--- src/rtl/gpio_mask_pkg.sv ---
package gpio_mask_pkg;

    typedef enum logic [1:0] {
        GATE_OFF  = 2'd0,
        GATE_WAKE = 2'd1,
        GATE_ON   = 2'd2
    } gate_state_t;

    typedef enum logic [2:0] {
        SEL_NONE = 3'd0,
        SEL_DATA = 3'd1,
        SEL_DIR  = 3'd2,
        SEL_ALT  = 3'd3,
        SEL_DEN  = 3'd4,
        SEL_ANA  = 3'd5,
        SEL_FUNC = 3'd6
    } reg_sel_t;

    localparam logic [11:0] OFS_DIR  = 12'h400;
    localparam logic [11:0] OFS_ALT  = 12'h420;
    localparam logic [11:0] OFS_DEN  = 12'h51C;
    localparam logic [11:0] OFS_ANA  = 12'h528;
    localparam logic [11:0] OFS_FUNC = 12'h52C;

endpackage

--- src/rtl/gpio_gate_fsm.sv ---
module gpio_gate_fsm
    import gpio_mask_pkg::*;
(
    input  logic clk,
    input  logic rst_n,
    input  logic clk_en,
    output logic access_ok
);

    gate_state_t state_q;
    gate_state_t state_d;

    always_ff @(posedge clk or negedge rst_n) begin
        if (!rst_n) state_q <= GATE_OFF;
        else        state_q <= state_d;
    end

    always_comb begin
        state_d = state_q;
        unique case (state_q)
            GATE_OFF:  if (clk_en) state_d = GATE_WAKE;
            GATE_WAKE: state_d = clk_en ? GATE_ON : GATE_OFF;
            GATE_ON:   if (!clk_en) state_d = GATE_OFF;
            default:   state_d = GATE_OFF;
        endcase
    end

    always_comb begin
        access_ok = (state_q == GATE_ON) && clk_en;
    end

    a_r2_settle_to_on: assert property (@(posedge clk) disable iff (!rst_n)
        (state_q == GATE_WAKE && clk_en) |=> (state_q == GATE_ON));

    a_r2_drop_to_off: assert property (@(posedge clk) disable iff (!rst_n)
        !clk_en |=> (state_q == GATE_OFF));

    a_r2_off_never_on: assert property (@(posedge clk) disable iff (!rst_n)
        (state_q == GATE_OFF) |=> (state_q != GATE_ON));

endmodule

--- src/rtl/gpio_in_sync.sv ---
module gpio_in_sync #(
    parameter int WIDTH = 8
) (
    input  logic             clk,
    input  logic             rst_n,
    input  logic [WIDTH-1:0] async_in,
    output logic [WIDTH-1:0] sync_out
);

    logic [WIDTH-1:0] meta_q;
    logic [WIDTH-1:0] stable_q;
    logic             primed_q;

    always_ff @(posedge clk or negedge rst_n) begin
        if (!rst_n) begin
            meta_q   <= '0;
            stable_q <= '0;
            primed_q <= 1'b0;
        end else begin
            meta_q   <= async_in;
            stable_q <= meta_q;
            primed_q <= 1'b1;
        end
    end

    assign sync_out = stable_q;

    a_r6_two_stage: assert property (@(posedge clk) disable iff (!rst_n)
        primed_q |-> (stable_q == $past(meta_q)));

endmodule

--- src/rtl/gpio_addr_decode.sv ---
module gpio_addr_decode
    import gpio_mask_pkg::*;
#(
    parameter int ADDR_W = 12,
    parameter int PINS   = 8
) (
    input  logic [ADDR_W-1:0] addr,
    output reg_sel_t          sel,
    output logic [PINS-1:0]   mask
);

    localparam int MASK_LO = 2;
    localparam int MASK_HI = PINS + 1;

    assign mask = addr[MASK_HI:MASK_LO];

    always_comb begin
        sel = SEL_NONE;
        if (addr[1:0] == 2'b00) begin
            if (addr[ADDR_W-1:MASK_HI+1] == '0) begin
                sel = SEL_DATA;
            end else begin
                case (addr)
                    OFS_DIR:  sel = SEL_DIR;
                    OFS_ALT:  sel = SEL_ALT;
                    OFS_DEN:  sel = SEL_DEN;
                    OFS_ANA:  sel = SEL_ANA;
                    OFS_FUNC: sel = SEL_FUNC;
                    default:  sel = SEL_NONE;
                endcase
            end
        end
    end

endmodule

--- src/rtl/gpio_port_regs.sv ---
module gpio_port_regs
    import gpio_mask_pkg::*;
#(
    parameter int PINS   = 8,
    parameter int DATA_W = 32
) (
    input  logic                clk,
    input  logic                rst_n,
    input  logic                wr_en,
    input  reg_sel_t            sel,
    input  logic [PINS-1:0]     mask,
    input  logic [DATA_W-1:0]   wdata,
    output logic [PINS-1:0]     latch_q,
    output logic [PINS-1:0]     dir_q,
    output logic [PINS-1:0]     alt_q,
    output logic [PINS-1:0]     den_q,
    output logic [PINS-1:0]     ana_q,
    output logic [4*PINS-1:0]   func_q
);

    localparam int FUNC_W = 4 * PINS;

    for (genvar i = 0; i < PINS; i++) begin : g_pin
        always_ff @(posedge clk or negedge rst_n) begin
            if (!rst_n)                                   latch_q[i] <= 1'b0;
            else if (wr_en && sel == SEL_DATA && mask[i]) latch_q[i] <= wdata[i];
        end
    end

    always_ff @(posedge clk or negedge rst_n) begin
        if (!rst_n) begin
            dir_q  <= '0;
            alt_q  <= '0;
            den_q  <= '0;
            ana_q  <= '0;
            func_q <= '0;
        end else if (wr_en) begin
            case (sel)
                SEL_DIR:  dir_q  <= wdata[PINS-1:0];
                SEL_ALT:  alt_q  <= wdata[PINS-1:0];
                SEL_DEN:  den_q  <= wdata[PINS-1:0];
                SEL_ANA:  ana_q  <= wdata[PINS-1:0];
                SEL_FUNC: func_q <= wdata[FUNC_W-1:0];
                default:  ;
            endcase
        end
    end

    a_r3_unmasked_hold: assert property (@(posedge clk) disable iff (!rst_n)
        (wr_en && sel == SEL_DATA) |=> (((latch_q ^ $past(latch_q)) & ~$past(mask)) == '0));

    a_r2_no_write_hold: assert property (@(posedge clk) disable iff (!rst_n)
        !wr_en |=> ($stable(latch_q) && $stable(dir_q) && $stable(den_q) && $stable(func_q)));

endmodule

--- src/rtl/gpio_mask_port.sv ---
module gpio_mask_port
    import gpio_mask_pkg::*;
#(
    parameter int PINS   = 8,
    parameter int ADDR_W = 12,
    parameter int DATA_W = 32
) (
    input  logic                clk,
    input  logic                rst_n,
    input  logic                clk_en,
    input  logic [ADDR_W-1:0]   bus_addr,
    input  logic                bus_we,
    input  logic [DATA_W-1:0]   bus_wdata,
    input  logic                bus_re,
    output logic [DATA_W-1:0]   bus_rdata,
    input  logic [PINS-1:0]     pad_in,
    output logic [PINS-1:0]     pad_out,
    output logic [PINS-1:0]     pad_oe,
    output logic [PINS-1:0]     alt_sel_o,
    output logic [PINS-1:0]     ana_sel_o,
    output logic [4*PINS-1:0]   pin_func_o
);

    localparam int FUNC_W = 4 * PINS;

    logic              access_ok;
    reg_sel_t          sel;
    logic [PINS-1:0]   mask;
    logic [PINS-1:0]   latch_q, dir_q, alt_q, den_q, ana_q;
    logic [FUNC_W-1:0] func_q;
    logic [PINS-1:0]   pad_sync;
    logic [PINS-1:0]   pin_val;
    logic [DATA_W-1:0] rd_mux;
    logic [DATA_W-1:0] rdata_q;

    gpio_gate_fsm u_gate (
        .clk       (clk),
        .rst_n     (rst_n),
        .clk_en    (clk_en),
        .access_ok (access_ok)
    );

    gpio_addr_decode #(.ADDR_W(ADDR_W), .PINS(PINS)) u_dec (
        .addr (bus_addr),
        .sel  (sel),
        .mask (mask)
    );

    gpio_port_regs #(.PINS(PINS), .DATA_W(DATA_W)) u_regs (
        .clk     (clk),
        .rst_n   (rst_n),
        .wr_en   (bus_we && access_ok),
        .sel     (sel),
        .mask    (mask),
        .wdata   (bus_wdata),
        .latch_q (latch_q),
        .dir_q   (dir_q),
        .alt_q   (alt_q),
        .den_q   (den_q),
        .ana_q   (ana_q),
        .func_q  (func_q)
    );

    gpio_in_sync #(.WIDTH(PINS)) u_sync (
        .clk      (clk),
        .rst_n    (rst_n),
        .async_in (pad_in),
        .sync_out (pad_sync)
    );

    for (genvar i = 0; i < PINS; i++) begin : g_pin
        always_comb begin
            if (dir_q[i])                   pin_val[i] = latch_q[i];
            else if (den_q[i] && !ana_q[i]) pin_val[i] = pad_sync[i];
            else                            pin_val[i] = 1'b0;
        end
        assign pad_oe[i] = dir_q[i] & den_q[i] & ~alt_q[i] & ~ana_q[i];
    end

    always_comb begin
        rd_mux = '0;
        case (sel)
            SEL_DATA: rd_mux[PINS-1:0]   = pin_val & mask;
            SEL_DIR:  rd_mux[PINS-1:0]   = dir_q;
            SEL_ALT:  rd_mux[PINS-1:0]   = alt_q;
            SEL_DEN:  rd_mux[PINS-1:0]   = den_q;
            SEL_ANA:  rd_mux[PINS-1:0]   = ana_q;
            SEL_FUNC: rd_mux[FUNC_W-1:0] = func_q;
            default:  rd_mux = '0;
        endcase
    end

    always_ff @(posedge clk or negedge rst_n) begin
        if (!rst_n)      rdata_q <= '0;
        else if (bus_re) rdata_q <= access_ok ? rd_mux : '0;
    end

    assign bus_rdata  = rdata_q;
    assign pad_out    = latch_q;
    assign alt_sel_o  = alt_q;
    assign ana_sel_o  = ana_q;
    assign pin_func_o = func_q;

    a_r11_rdata_hold: assert property (@(posedge clk) disable iff (!rst_n)
        !bus_re |=> $stable(bus_rdata));

    a_r2_gated_read_zero: assert property (@(posedge clk) disable iff (!rst_n)
        (bus_re && !clk_en) |=> (bus_rdata == '0));

    a_r8_oe_needs_output: assert property (@(posedge clk) disable iff (!rst_n)
        ((pad_oe & ~dir_q) == '0) && ((pad_oe & alt_sel_o) == '0));

endmodule

--- config.mk ---
export PLATFORM = sky130hd
export DESIGN_NAME = gpio_mask_port
export DESIGN_NICKNAME = d
export VERILOG_FILES = /design/src/rtl/gpio_mask_pkg.sv /design/src/rtl/gpio_gate_fsm.sv /design/src/rtl/gpio_in_sync.sv /design/src/rtl/gpio_addr_decode.sv /design/src/rtl/gpio_port_regs.sv /design/src/rtl/gpio_mask_port.sv
export SDC_FILE = /design/constraint.sdc
export NUM_CORES = 1
export LEC_CHECK = 0
export BUFFER_PORTS_ARGS = -buffer_cell sky130_fd_sc_hd__buf_2
export CAP_MARGIN = 20
export CORE_UTILIZATION = 52
export DETAILED_ROUTE_END_ITERATION = 6
export PLACE_DENSITY = 0.85
export SLEW_MARGIN = 20
export SYNTH_ARGS = -nofsm -noshare
export SYNTH_HDL_FRONTEND = slang
export SYNTH_HIERARCHICAL = 1
export SYNTH_SLANG_ARGS = --single-unit
export TNS_END_PERCENT = 5
--- constraint.sdc ---
create_clock -name clk -period 2.3 [get_ports clk]
set_clock_uncertainty 0.1 [all_clocks]
set_input_delay 0.115 -clock clk [delete_from_list [all_inputs] [get_ports clk]]
set_output_delay 0.115 -clock clk [all_outputs]
set_load 0.05 [all_outputs]
==> flow_summary.ini <==
[status]
status = complete, but fails checks
violations = DRC

[clock_network]
htreeDepth = 4
clk_pin_slew_ns = 0.06
worstSkewPairLatency_ns = 0.52
cts_tree = built
clock_path_buffers = 2
clk_root_buffer_cell = clkbuf_8
cts.sinks = 122
cts_buffers = 17

[sta]
period_minus_slack_ns = 2.277
fin_ws_ns = 0.02284
hold_viol_final = 0
final.setup.tns_ns = 0
whs_ns = 0.03068
worstMarginPinSlew_ns = 0.5588
grt_setup_unrepaired = true
fmax_mhz = 439.1
fin_crit_sh_pct = 99.01
setup_violations = 0
relSlewSlack_pct = 62.75
finalMaxSlewViolations = 0

[setup_path]
cp-startpoint = bus_addr[6]
end_kind = register
startpoint_type = input pin
required_ns = 2.59
cpPeakStageDelay_ns = 0.53
slowest_stage = dlygate4sd3_1
r2r-start = u_gate/state_q[0]$_DFFE_PN0P_
crit_family = buffers and inverters
arrival_ns = 2.57
path_max_fanout = 22
critical_path_class = in -> reg
crit_top_cell = nor3_4
rr_endpoint = u_regs/den_q[4]$_DFFE_PN0P_
worstPathCellList = dlygate4sd3_1 > buf_2 > nor4b_4 > nand2_2 > nor3_4 > buf_12 > nand2_1 > nor3_4 > buf_4 > mux2_2
reg2reg_depth = 6
timing.critical_path.buf_inv = 4
timing.reg2reg.setup_slack_ns = 0.14

[synthesis]
synth_edf_count = 0
yosysMostFrequentCell = dfrtp_1
synth_top_area_share_pct = 56.60
synth_fp_nets = 499
syn-cell-area_um2 = 5394
synth_area_leaders = dfrtp_1 57%, mux2_2 13%, nand2_1 3.6%, inv_1 2.8%, o21ai_0 2.7%
synthTopCellsByCount = 122 x dfrtp_1, 64 x mux2_2, 52 x nand2_1, 40 x inv_1, 29 x o21ai_0
yosysTopAreaCell = dfrtp_1
async_flop_share_pct = 100.0
yosysWarnings = 6
synthFlopType = dfrtp_1
synth-seq-cells = 122
yosysSeqAreaShare_pct = 56.60
syn_avg_cell_area_um2 = 12.20
yosysUniqueCellTypes = 42
syn_inst = 442

[placed_design]
dpl.hpwl_um = 9580
dpl.cell_count = 719
port_buffers = 152
place_congestion = 0.8565
dpl_worst_slack_ns = 0.02204

[global_route]
grt_usage_pct = 30.61
grt_pass1_vias = 4767
gr-total-overflow = 0
antenna_found_initial = 0
grt_start_max_net_pins = 43
grt_pass1_wl_um = 25140

[cells_and_area]
n_antenna_cell = 0
area_growth_pct = 40.52
nets = 713
drive_gt1_share_pct = 42.66
finalNonFillerCells = 801

[floorplanning]
start_util_pct = 54.43
die_w_um = 103.8
coreArea_um2 = 9910
die_h_um = 103.8
io_pins = 153
row_count = 36
die-area_um2 = 10780

[detailed_routing]
drt-wirelength-per-cell_um = 19.81
drc = 6
first_pass_iters = 7
vias_per_cell = 5.685
drtAntennaViolNets = 0
routed_wl_um = 15860
vias = 4554
drt_iter0_drc = 418

[pwr]
power_leakage_nw = 3.759
p_per_area_nw_per_um2 = 693.7
peakVddDrop_uv = 463.4

[min_path]
hold_path.class = in -> async

[run]
drv_cap = 0
## sequential cells by signal, summed over array words and instances (netlist names)
signal,count
u_regs/den_q,8
u_regs/ana_q,8
u_regs/func_q,32
u_sync/sync_out,8
u_regs/latch_q,8
u_regs/alt_q,8
u_gate/state_q,2
u_sync/meta_q,8
bus_rdata,32
u_regs/dir_q,8
## how the worst max path moves through the flow
stage	endpoint	slack, ns	cells past startpoint
floorplan	pad_oe[1]	-0.10	1
global placement	u_regs/dir_q[7]$_DFFE_PN0P_	0.13	8
detailed placement	bus_rdata[6]$_DFFE_PN0P_	0.02	9
CTS	bus_rdata[6]$_DFFE_PN0P_	0.01	10
global route	u_regs/dir_q[3]$_DFFE_PN0P_	-0.05	9
finish	u_regs/den_q[4]$_DFFE_PN0P_	0.02	10
## cells by family (layout without fill, tap and decap cells)
| group | Yosys count | in the layout | synth area share [%] |
|---|---|---|---|
| AOI/OAI and AO/OA | 74 | 74 | 9.209 |
| xor gates and xnor gates | 2 | 2 | 0.3248 |
| buffers and inverters | 70 | 296 | 6.355 |
| DFF | 122 | 122 | 56.60 |
| muxes | 81 | 81 | 16.70 |
| and+or+nand+nor | 93 | 93 | 10.81 |
## routing by layer
layer	track usage [%]	wire [µm]	vias to the layer above
met5	0	0	-
met4	20.00	951	0
met3	6.797	1004	83
met2	50.76	7903	260
met1	35.85	6005	2222
li1	-	-	1989
## area by class of cell
type | instances | area, µm²
clock buffer | 24 | 480.5
clock inverter | 7 | 137.6
timing repair buffer | 225 | 1513
fill | 587 | 2330
tap | 133 | 166.4
inverter | 40 | 150.1
sequential | 122 | 3053
multi-input combinational | 250 | 2079
## stage by stage
stage | util (%) | area, µm² | total power [mW]
floorplan | - | 5400 | 2.304
global placement | 64.43 | 6385 | 2.429
detailed placement | 64.43 | 6385 | 2.438
CTS | 75.82 | 7513 | 5.262
global route | 76.49 | 7580 | 5.407
finish | 76.49 | 7580 | 5.258
## layout by cell type, fill, tap and decap left out, types with 2 or more instances in the layout
cell and instances:
buf_4 15, mux2i_1 9, dlygate4sd3_1 51, o221ai_1 8, and2_1 2, nand2_1 50, nor4bb_1 7, bufinv_16 4
nand4_1 2, clkbuf_1 3, a2111o_1 8, o21ai_0 29, dfrtp_1 122, mux2_1 8, o32ai_2 2, nand4b_1 2
nand2_2 2, a21oi_1 8, nor3_4 3, a31oi_1 8, clkinv_2 2, nand3b_1 8, buf_6 3, inv_1 40
buf_12 5, clkbuf_16 16, buf_2 151, o32ai_1 6, nand3_1 2, o21ai_1 3, mux2_2 64, nor3b_1 2
clkbuf_8 5
## where the power goes
part           internal (mW)  total, mW  switching, mW
clock                   1.87       2.78          0.912
combinational          0.130      0.287          0.157
sequential              2.18       2.19         0.0158
## timing repair
item / CTS / global route
resized for setup: 0 / 13
hold buffers: 51 / 0
endpoints found under the hold margin: 212 / 0
setup buffers: 0 / 0
setup endpoints to repair: 0 / 32
Power figures use the tool's default switching activity.
